### src/rtl/dbg_probe_pkg.sv
package dbg_probe_pkg;

  localparam int KEY_LEN  = 10;
  localparam int MODE_LEN = 21;

  localparam logic [MODE_LEN-1:0] MODE_ONLY_A = 21'b000000110001111100000;
  localparam logic [MODE_LEN-1:0] MODE_ONLY_B = 21'b000000101001111100000;
  localparam logic [MODE_LEN-1:0] MODE_BOTH   = 21'b000000111001111100000;

  // strobes from the frame sequencer to the datapath
  typedef struct packed {
    logic shift;   // capture one payload bit
    logic commit;  // this edge carries the stop bit
  } probeStb_t;

endpackage

### src/rtl/dbg_probe_ctrl.sv
module dbg_probe_ctrl
  import dbg_probe_pkg::*;
#(
  parameter int STREAM_LEN = 53
) (
  input  logic      dclk,
  input  logic      rstN,
  input  logic      modeEn,
  output probeStb_t stb
);

  localparam int POS_W = $clog2(STREAM_LEN + 1);
  localparam logic [POS_W-1:0] LAST_POS = POS_W'(STREAM_LEN - 1);
  localparam logic [POS_W-1:0] DONE_POS = POS_W'(STREAM_LEN);

  logic [POS_W-1:0] bitPos;

  // position in the frame; parks at DONE_POS after the stop bit
  always_ff @(posedge dclk or negedge rstN) begin
    if (!rstN) begin
      bitPos <= '0;
    end else if (!modeEn) begin
      bitPos <= '0;
    end else if (bitPos != DONE_POS) begin
      bitPos <= bitPos + 1'b1;
    end
  end

  always_comb begin
    stb.shift  = modeEn && (bitPos < LAST_POS);
    stb.commit = modeEn && (bitPos == LAST_POS);
  end

endmodule

### src/rtl/dbg_probe_dpath.sv
module dbg_probe_dpath
  import dbg_probe_pkg::*;
#(
  parameter int              ROWS        = 4,
  parameter int              COLS        = 5,
  parameter int              FILL_LEN    = 3,
  parameter logic [KEY_LEN-1:0] KEY_PATTERN = 10'b0011011111
) (
  input  logic                 dclk,
  input  logic                 rstN,
  input  logic                 sdi,
  input  probeStb_t            stb,
  output logic                 load,
  output logic [1:0]           chanEn,
  output logic [1:0][ROWS-1:0] rowHot,
  output logic [1:0][COLS-1:0] colHot
);

  localparam int PAY     = KEY_LEN + MODE_LEN + FILL_LEN + 2*ROWS + 2*COLS;
  localparam int BASE_X2 = KEY_LEN + MODE_LEN + FILL_LEN;
  localparam int BASE_Y2 = BASE_X2 + ROWS;
  localparam int BASE_X1 = BASE_Y2 + COLS;
  localparam int BASE_Y1 = BASE_X1 + ROWS;

  // oldest bit ends up at the top
  logic [PAY-1:0]      shiftReg;
  logic [KEY_LEN-1:0]  keyField;
  logic [MODE_LEN-1:0] modeField;
  logic                keyOk;
  logic                modeOk;
  logic [1:0]          modeEn2;

  always_ff @(posedge dclk or negedge rstN) begin
    if (!rstN) begin
      shiftReg <= '0;
    end else if (stb.shift) begin
      shiftReg <= {shiftReg[PAY-2:0], sdi};
    end
  end

  assign keyField  = shiftReg[PAY-1 -: KEY_LEN];
  assign modeField = shiftReg[PAY-1-KEY_LEN -: MODE_LEN];

  // frame order k lands at shiftReg[PAY-1-k]; channel 0 = A, 1 = B
  for (genvar i = 0; i < ROWS; i++) begin : g_rowTap
    assign rowHot[1][i] = shiftReg[PAY-1-(BASE_X2+i)];
    assign rowHot[0][i] = shiftReg[PAY-1-(BASE_X1+i)];
  end

  for (genvar j = 0; j < COLS; j++) begin : g_colTap
    assign colHot[1][j] = shiftReg[PAY-1-(BASE_Y2+j)];
    assign colHot[0][j] = shiftReg[PAY-1-(BASE_Y1+j)];
  end

  always_comb begin
    keyOk = (keyField == KEY_PATTERN);
    unique case (modeField)
      MODE_ONLY_A: begin modeOk = 1'b1; modeEn2 = 2'b01; end
      MODE_ONLY_B: begin modeOk = 1'b1; modeEn2 = 2'b10; end
      MODE_BOTH:   begin modeOk = 1'b1; modeEn2 = 2'b11; end
      default:     begin modeOk = 1'b0; modeEn2 = 2'b00; end
    endcase
    load   = stb.commit && keyOk && modeOk;
    chanEn = modeEn2;
  end

endmodule

### src/rtl/dbg_probe_tap.sv
module dbg_probe_tap #(
  parameter int ROWS = 4,
  parameter int COLS = 5
) (
  input  logic                 dclk,
  input  logic                 rstN,
  input  logic                 load,
  input  logic                 enNext,
  input  logic [ROWS-1:0]      rowHot,
  input  logic [COLS-1:0]      colHot,
  input  logic [ROWS*COLS-1:0] nodeVals,
  input  logic                 block,
  output logic                 probeOut
);

  localparam int NODES  = ROWS * COLS;
  localparam int ROW_W  = (ROWS > 1) ? $clog2(ROWS) : 1;
  localparam int COL_W  = (COLS > 1) ? $clog2(COLS) : 1;
  localparam int NODE_W = (NODES > 1) ? $clog2(NODES) : 1;

  logic [ROW_W-1:0]  rowIdx;
  logic [COL_W-1:0]  colIdx;
  logic [NODE_W-1:0] flatNext;
  logic              fieldOk;

  logic              tapEn;
  logic              tapOk;
  logic [NODE_W-1:0] flatIdx;

  always_comb begin
    rowIdx = '0;
    for (int i = 0; i < ROWS; i++) begin
      if (rowHot[i]) rowIdx = ROW_W'(i);
    end
    colIdx = '0;
    for (int j = 0; j < COLS; j++) begin
      if (colHot[j]) colIdx = COL_W'(j);
    end
    fieldOk  = $onehot(rowHot) && $onehot(colHot);
    flatNext = NODE_W'(rowIdx) * NODE_W'(COLS) + NODE_W'(colIdx);
  end

  always_ff @(posedge dclk or negedge rstN) begin
    if (!rstN) begin
      tapEn   <= 1'b0;
      tapOk   <= 1'b0;
      flatIdx <= '0;
    end else if (load) begin
      tapEn   <= enNext;
      tapOk   <= fieldOk;
      flatIdx <= flatNext;
    end
  end

  assign probeOut = tapEn && tapOk && !block && nodeVals[flatIdx];

endmodule

### src/rtl/dbg_probe_chain.sv
module dbg_probe_chain
  import dbg_probe_pkg::*;
#(
  parameter int                 ROWS        = 4,
  parameter int                 COLS        = 5,
  parameter int                 FILL_LEN    = 3,
  parameter logic [KEY_LEN-1:0] KEY_PATTERN = 10'b0011011111
) (
  input  logic                 dclk,
  input  logic                 rstN,
  input  logic                 modeEn,
  input  logic                 sdi,
  input  logic                 secureLock,
  input  logic [ROWS*COLS-1:0] nodeVals,
  output logic                 probeA,
  output logic                 probeB
);

  localparam int STREAM_LEN = KEY_LEN + MODE_LEN + FILL_LEN + 2*ROWS + 2*COLS + 1;

  probeStb_t           ctrlStb;
  logic                loadSel;
  logic [1:0]          chanEn;
  logic [1:0][ROWS-1:0] rowHot;
  logic [1:0][COLS-1:0] colHot;
  logic [1:0]          probeVec;

  dbg_probe_ctrl #(.STREAM_LEN(STREAM_LEN)) u_ctrl (
    .dclk   (dclk),
    .rstN   (rstN),
    .modeEn (modeEn),
    .stb    (ctrlStb)
  );

  dbg_probe_dpath #(
    .ROWS(ROWS), .COLS(COLS), .FILL_LEN(FILL_LEN), .KEY_PATTERN(KEY_PATTERN)
  ) u_dpath (
    .dclk   (dclk),
    .rstN   (rstN),
    .sdi    (sdi),
    .stb    (ctrlStb),
    .load   (loadSel),
    .chanEn (chanEn),
    .rowHot (rowHot),
    .colHot (colHot)
  );

  for (genvar ch = 0; ch < 2; ch++) begin : g_tap
    dbg_probe_tap #(.ROWS(ROWS), .COLS(COLS)) u_tap (
      .dclk     (dclk),
      .rstN     (rstN),
      .load     (loadSel),
      .enNext   (chanEn[ch]),
      .rowHot   (rowHot[ch]),
      .colHot   (colHot[ch]),
      .nodeVals (nodeVals),
      .block    (secureLock),
      .probeOut (probeVec[ch])
    );
  end

  assign probeA = probeVec[0];
  assign probeB = probeVec[1];

endmodule

### config.mk
export PLATFORM = sky130hd
export DESIGN_NAME = dbg_probe_chain
export DESIGN_NICKNAME = d
export VERILOG_FILES = /design/src/rtl/dbg_probe_pkg.sv /design/src/rtl/dbg_probe_ctrl.sv /design/src/rtl/dbg_probe_dpath.sv /design/src/rtl/dbg_probe_tap.sv /design/src/rtl/dbg_probe_chain.sv
export SDC_FILE = /design/constraint.sdc
export NUM_CORES = 1
export LEC_CHECK = 0
export BUFFER_PORTS_ARGS = -buffer_cell sky130_fd_sc_hd__buf_2
export CAP_MARGIN = 20
export CORE_UTILIZATION = 45
export CTS_BUF_LIST = sky130_fd_sc_hd__clkbuf_8 sky130_fd_sc_hd__clkbuf_16
export CTS_CLUSTER_SIZE = 25
export DETAILED_ROUTE_END_ITERATION = 16
export PLACE_DENSITY = 0.69
export RECOVER_POWER = 100
export SYNTH_ARGS = -nofsm -noshare
export SYNTH_HDL_FRONTEND = slang
export SYNTH_HIERARCHICAL = 1
export SYNTH_SLANG_ARGS = --single-unit
export TNS_END_PERCENT = 10
### constraint.sdc
create_clock -name dclk -period 5.8 [get_ports dclk]
set_clock_uncertainty 0.2 [all_clocks]
set_input_delay 0.29 -clock dclk [delete_from_list [all_inputs] [get_ports dclk]]
set_output_delay 0.29 -clock dclk [all_outputs]
set_load 0.03 [all_outputs]
==> results of run 1 <==
==> cell usage after synthesis (all sizes together) <==
library cell	number	area share
nor4	4	0.0078
mux2i	4	0.010
or3	1	0.0016
o21ai	10	0.012
a31oi	1	0.0016
nand2b	1	0.0016
ha	21	0.065
buf	26	0.047
a22o	2	0.0044
and3	2	0.0034
a21oi	11	0.014
nand3	3	0.0037
xnor2	3	0.0065
and3b	2	0.0047
nand2	9	0.0090
nor4b	4	0.012
a21o	2	0.0037
nand4b	3	0.0065
nor3	4	0.0050
nand3b	2	0.0037
o211ai	1	0.0019
nor2	6	0.0056
mux2	60	0.17
dfrtp	72	0.45
mux4	10	0.062
and4b	3	0.0075
or2	2	0.0031
inv	30	0.028
fa	8	0.040
o2bb2ai	1	0.0022
clkbuf	3	0.0028
and4	1	0.0022
and2	2	0.0031
nand4	1	0.0016
==> worst min path at each step <==
stage	from	to	slack, ps	cells after the start
after global routing	modeEn	u_ctrl/bitPos[5]	90	3
after floorplan	rstN	g_tap[0].u_tap/flatIdx[0]	-210	0
final	modeEn	u_ctrl/bitPos[5]	70	3
after CTS	modeEn	u_ctrl/bitPos[5]	40	3
after detailed placement	u_dpath/shiftReg[51]	u_dpath/shiftReg[51]	270	1
after global placement	u_dpath/shiftReg[51]	u_dpath/shiftReg[51]	260	1
==> layout make-up <==
| type | instances | area, um^2 | share of cell area |
|---|---|---|---|
| multi-input cells | 184 | 1910 | 0.441 |
| clock inverters | 5 | 62.6 | 0.0144 |
| flip-flops and latches | 72 | 1800 | 0.416 |
| well taps | 108 | 135 | 0.0312 |
| clock buffers | 11 | 151 | 0.0350 |
| repair buffers | 30 | 159 | 0.0367 |
| inverters | 30 | 113 | 0.0260 |
==> logic make-up after synthesis <==
kind of cell / share of synthesized area
flops: 0.449
simple gates: 0.0820
fa+ha+maj: 0.105
xor+xnor: 0.00655
buf+inv: 0.0776
mux: 0.240
compound gates: 0.0399
==> metal layers <==
metal | up-vias | share of wire
met3 | 7 | 0.036
met4 | 0 | 0.0090
li1 | 1127 | -
met2 | 30 | 0.46
met1 | 1169 | 0.49
met5 | - | 0
==> what timing repair did <==
action / 4_1_cts / 5_1_grt
hold buffers: 2 / 0
endpoints found under the hold margin: 54 / 0
endpoints found under the setup margin: 0 / 0
==> stage by stage <==
step	power [mW]	instance area (um^2)	cells
global placement	1.15	4110	422
floorplan	1.09	4020	315
global route	1.74	4330	440
detailed placement	1.19	4110	422
CTS	1.62	4340	440
finish	1.59	4330	440
==> placed cells by master, fill, tap and decap left out, drive strengths merged, types with 2 or more instances in the layout <==
cell type    synthesis  routed
a21oi               11      11
a22o                 2       2
inv                 30      31
dfrtp               72      72
nor4b                4       4
clkbuf               3      14
clkinvlp             0       2
nand4b               3       3
dlygate4sd3          0       2
ha                  21      21
mux2i                4       4
nand3b               2       2
buf                 26      25
xnor2                3       3
a21o                 2       2
fa                   8       8
and3b                2       2
nand2                9       9
mux4                10      10
nor3                 4       4
o21ai               10      10
nand3                3       3
and2                 2       2
or2                  2       2
mux2                60      60
and4b                3       3
nor4                 4       4
and3                 2       2
nor2                 6       6
==> worst max-delay path, stage by stage (launching register included) <==
cell and delay, ps:
dfrtp_1 430, o211ai_1 180, and2_0 620, clkbuf_1 1670, mux2_1 400
==> flip-flops by register name, indices dropped and copies added (netlist names) <==
register             count
g_tap.u_tap/tapOk        2
u_ctrl/bitPos            6
u_dpath/shiftReg        52
g_tap.u_tap/tapEn        2
g_tap.u_tap/flatIdx     10
==> power by group <==
part | internal, mW | total, mW | leakage [nW] | switching [mW]
sequential | 0.592 | 0.668 | 0.944 | 0.0764
clock | 0.224 | 0.415 | 0.102 | 0.191
combinational | 0.247 | 0.507 | 1.08 | 0.260
total | 1.06 | 1.59 | 2.12 | 0.527
==> metrics, run 1 <==
result of the run complete, but fails checks; violations in the final reports max-capacitance violations, max-slew violations; worst setup path end u_dpath/shiftReg[17]; Resized cells post-CTS 0; number of maximum-capacitance violations 1; Final #Nets 381; pin count of the biggest net entering global routing between 70 and 80; clock-pin slew on the worst setup and hold paths around 90 ps; aggregate negative setup slack 0 ps; Hold Vio Cnt, Final 0; Syn Nets 369; GR Util met3 0.0423; critical path data arrival time about 3700 ps; antenna violations before repair 0; number of warning messages in the yosys log 6; clock buffer count from CTS 9; synthesis-to-layout area growth 7.85%; global route overflow 0; capture point of the worst reg-to-reg path u_dpath/shiftReg[17]; filler instances approximately 750; wire length of the first global-routing pass roughly 11000 um; number of endpoints failing setup at the final stage 0; Via-to-Cell Ratio approximately 5.3; number of placed I/O pins 27; setup fix buffers added after clock tree synthesis 0; average detailed-routed wire length per instance between 10 and 15 um; leakage dissipation about 2.1 nW; worst min-delay path class in2reg; maximum achievable frequency ~270 MHz; element type at the critical path start register; vias after detailed routing 2333; largest fanout on the critical path 44; floorplan row count 34; initial core utilization 0.463; clk sink count between 70 and 80; total standard cell area after synthesis between 0.004 and 0.005 mm^2; Final ANT Viol Nets 0; beginning of the critical path u_ctrl/bitPos[3]; pin slew with the least headroom to its limit around 2300 ps; clock root buffer clkbuf_8; worst max-slew margin expressed relative to the limit -0.502; Final WS setup 2150 ps; maximum ir drop on the vdd rail ~0.00015 V; number of DRC violations after detailed routing 0; routability-driven placement congestion ratio 0.726; required time of the critical path slightly below 6000 ps; sequential element share of the synthesized area 0.449; diode insertion count for antenna repair 0; minimum setup slack after placement 3160 ps; die width ~96 um; clock latency reported for the late side of the worst-skew pair around 340 ps; area of the die between 0.009 and 0.01 mm^2; number of buffers on the longest clock path 2; share of the clock period used by the worst path after layout 0.629; post-layout min period approximately 3600 ps; RSZ-0062 raised after global routing false; Buffers on Ports 26; Mean Syn Cell Area around 13 um^2; height of the chip just under 100 um; met2 capacity usage during global routing 0.241; TritonCTS clock tree done; worst reg2reg path startpoint u_ctrl/bitPos[3]; Power Density around 370 mW/mm^2; DR iter-0 viols 68; number of slew-limit violations in the final report between 40 and 50; Worst Setup Path Type reg2reg; Worst setup EP type register; core region area slightly below 0.009 mm^2; via count of the first global-routing pass about 2300; Detail Placement HPWL ~4600 um; post-layout util 0.499; M1 GR Usage 0.204; Gate Count Post-Synth between 300 and 400; overall fraction of global-route tracks in use 0.152; count of TritonRoute iterations in the first routing pass 4; Yosys cell types 44; fraction of layout instances using a drive strength above 1 0.175; Min Hold Slack 67.1 ps; post-detailed-routing wire length about 6400 um; most used routing layer met2; length in cells of the worst reg-to-reg path 4; R2R Setup Slk 2150 ps; H-tree level count 3; Seq cells post-synth 72
Note: power is estimated with default switching activity, not from simulation.
==> run 2: changes to the inputs <==
--- a/config.mk
+++ b/config.mk
@@ -5,6 +5,7 @@
 export SDC_FILE = /design/constraint.sdc
 export NUM_CORES = 1
 export LEC_CHECK = 0
+export ABC_AREA = 1
 export BUFFER_PORTS_ARGS = -buffer_cell sky130_fd_sc_hd__buf_2
 export CAP_MARGIN = 20
 export CORE_UTILIZATION = 45
==> constraint.sdc (replaced) <==
create_clock -name dclk -period 3.42 [get_ports dclk]
set_clock_uncertainty 0.2 [all_clocks]
set_input_delay 0.171 -clock dclk [delete_from_list [all_inputs] [get_ports dclk]]
set_output_delay 0.171 -clock dclk [all_outputs]
set_load 0.03 [all_outputs]
==> run 2 against run 1 <==
  * Power rose by 35%
  * Via count rose by 36%
  * The run now ends clean
  * Critical endpoint unchanged
  * Critical path depth rose by 2
  * Sequential share of layout area fell by 1.3 points
  * Clock power rose by 62%
  * Combinational power fell by 7.9%
  * Sequential power rose by 51%
==> metrics, run 2 <==
wire length of the first global-routing pass 13900 um (+29%); Synth async-reset ratio 1.00 (unchanged); antenna violations before repair 0 (unchanged); Worst setup EP type register; RSZ-0062 raised after global routing false; most frequent cells after synthesis nand2_1, inv_1, dfrtp_1; DR iter-0 viols 101 (+49%); top cell type by total area after synthesis dfrtp_1; number of maximum-capacitance violations 0 (-1); Buffers on Ports 26 (unchanged); share of the clock period used by the worst path after layout 0.771 (+0.142); sequential element share of the synthesized area 0.424 (-0.0245); number of warning messages in the yosys log 6 (unchanged); overall fraction of global-route tracks in use 0.178 (+0.0260); xor/xnor share of the synthesized area 0.00825 (+0.00171); number of slew-limit violations in the final report 0 (-100%); worst max-slew margin expressed relative to the limit 0.0333 (+0.535); die width 99.1 um (+2.8%); Power Total 2.15 mW (+35%); clock-pin slew on the worst setup and hold paths 70 ps (-20 ps); Power Density 481 mW/mm^2 (+31%); Gate Count Post-Synth 513 (+63%); routability-driven placement congestion ratio 0.829 (+14%); Worst Setup Path Type reg2reg; critical path data arrival time 2720 ps (-940 ps); EDFF count, synth 0 (unchanged); area fraction in and, or, nand and nor cells after synthesis 0.212 (+0.130); floorplan row count 35 (+2.9%); clock latency reported for the late side of the worst-skew pair 350 ps (about the same); Via-to-Cell Ratio 4.96 (-6.5%); area of the die 0.00983 mm^2 (+5.6%); most used flip-flop cell after synthesis dfrtp_1; area share of the leading cell type in the synthesized netlist 0.424 (-0.0245); post-route design area 0.00447 mm^2 (+3.3%); core region area 0.00920 mm^2 (+6.0%); Yosys cell types 27 (-39%); most frequent standard cell in the layout excluding fill and tap cells nand2_1; clk sink count 72 (unchanged); Resized cells post-CTS 0 (unchanged); most frequent cell after synthesis nand2_1; number of flip-flops under the largest register name 52 (unchanged); post-layout min period 2640 ps (-1010 ps); largest registers u_dpath/shiftReg (52), g_tap.u_tap/flatIdx (10), u_ctrl/bitPos (6); register with the most flip-flops u_dpath/shiftReg; total standard cell area after synthesis 0.00425 mm^2 (+5.8%); most used cells in the layout excluding fill and tap cells nand2_1, inv_1, dfrtp_1, nor2_1, o21ai_0; Syn Nets 567 (+54%); TritonCTS clock tree done; Final #Nets 576 (+51%); number of DRC violations after detailed routing 0 (unchanged); post-detailed-routing wire length 7660 um (+19%); M1 wire length 3570 um (+13%); maximum ir drop on the vdd rail 0.000230 V (+52%); diode insertion count for antenna repair 0 (unchanged); mux contribution to synthesized area 0.00265 (-0.237); initial core utilization 0.462 (-0.000890); result of the run complete, no violations; required time of the critical path 3500 ps (-2310 ps); aggregate negative setup slack 0 ps (unchanged); number of buffers on the longest clock path 2 (unchanged); average detailed-routed wire length per instance 12.0 um (-18%); clock buffer count from CTS 9 (unchanged); global route overflow 0 (unchanged); top routing layer used met4; Hold Vio Cnt, Final 0 (unchanged); count of TritonRoute iterations in the first routing pass 4 (unchanged); total cell area at the placement stage 0.00428 mm^2 (+4.2%); top cells by area, synth dfrtp_1, nand2_1, inv_1; Seq cells post-synth 72 (unchanged); clock root buffer clkbuf_8; number of endpoints failing setup at the final stage 0 (unchanged); maximum achievable frequency 379 MHz (+38%); Mean Syn Cell Area 8.28 um^2 (-35%); fraction of layout instances using a drive strength above 1 0.129 (-0.0457); pin count of the biggest net entering global routing 64 (-12%); via count of the first global-routing pass 3158 (+36%); largest fanout on the critical path 25 (-43%); leakage dissipation 2.23 nW (+5.0%); worst min-delay path class reg2reg; synthesis-to-layout area growth 5.36%; H-tree level count 3 (unchanged); pin slew with the least headroom to its limit 1450 ps (-803 ps); height of the chip 99.1 um (+2.8%); Met3 Routed Length 277 um (+20%); synthesized-area fraction occupied by ao, oa, aoi and oai cells 0.119 (+0.0789); Final ANT Viol Nets 0 (unchanged); number of placed I/O pins 27 (unchanged); Detail Placement HPWL 5680 um (+23%); detailed route wirelength on metal2 3660 um (+23%); element type at the critical path start register; vias after detailed routing 3162 (+36%); main combinational cell family by area after synthesis simple AND/OR/NAND/NOR gates; area share of fa/ha/maj cells after synthesis 0.0996 (-0.00574)
==> run 2: changes by cell type after synthesis, moves of 6 or more <==
| cell | delta |
|---|---|
| buf_6 | +10 |
| nand2_1 | +94 |
| nor2_1 | +50 |
| a21oi_2 | +21 |
| mux2_1 | -54 |
| nand3_1 | +31 |
| mux4_1 | -6 |
| buf_2 | -6 |
| inv_1 | +44 |
| o21ai_0 | +42 |
==> run 2: area by class of cell <==
type	instances	area, um^2
inverters	75	282
well taps	111	139
fillers	885	4720
clock buffers	11	151
multi-input cells	331	1860
repair buffers	33	195
clock inverters	5	47.5
flip-flops and latches	72	1800
==> run 2: path summary, 6_finish.rpt <==
check / cells past startpoint / to / from / slack, ps
worst min register to register: 2 / u_dpath/shiftReg[41] / u_dpath/shiftReg[40] / 280
max in group asynchronous: 3 / g_tap[0].u_tap/tapEn / rstN / 1300
worst max register to register: 6 / u_dpath/shiftReg[17] / u_ctrl/bitPos[3] / 780
min in group asynchronous: 2 / u_ctrl/bitPos[3] / rstN / 450
worst max-delay path: 6 / u_dpath/shiftReg[17] / u_ctrl/bitPos[3] / 780
worst min-delay path: 2 / u_dpath/shiftReg[41] / u_dpath/shiftReg[40] / 280
==> run 2: worst max-delay path, cell delays in order (launching register included) <==
cell     delay [ps]
dfrtp_1         450
inv_1           110
nand2_1          50
a21oi_1        1080
buf_4           450
nor2_1          110
a21oi_2         110
==> run 2: power by group <==
group | total, mW | switching [mW] | internal (mW)
sequential | 1.01 | 0.0643 | 0.946
clock | 0.673 | 0.304 | 0.369
combinational | 0.467 | 0.271 | 0.196
==> run 2: kinds of logic (layout without fill, tap and decap cells) <==
group                      count (synthesis)  count (layout)
buffers and inverters                    110             124
xor gates and xnor gates                   4               4
muxes                                      1               1
adders and majority gates                 29              29
AOI/OAI and AO/OA                         85              85
and+or+nand+nor                          212             212
DFF                                       72              72
==> run 2: metal layers <==
metal	global-route usage	up-vias
li1	-	1611
met4	0.0690	0
met2	0.297	44
met3	0.0436	11
met5	0	-
met1	0.225	1496
==> run 2: repair_timing <==
item                      CTS  global route
hold buffers                3             0
hold endpoints to repair   32             0
buffers inserted            0             0
==> run 2: per-stage QoR <==
| stage | setup slack, ps | util | hold slack (ps) | instances |
|---|---|---|---|---|
| floorplan | 1160 | - | -325 | 513 |
| global placement | 1220 | 0.465 | -3.24 | 619 |
| detailed placement | 1160 | 0.465 | -3.00 | 619 |
| CTS | 1080 | 0.490 | 159 | 638 |
| global route | 461 | 0.487 | 321 | 638 |
| finish | 784 | 0.487 | 280 | 638 |
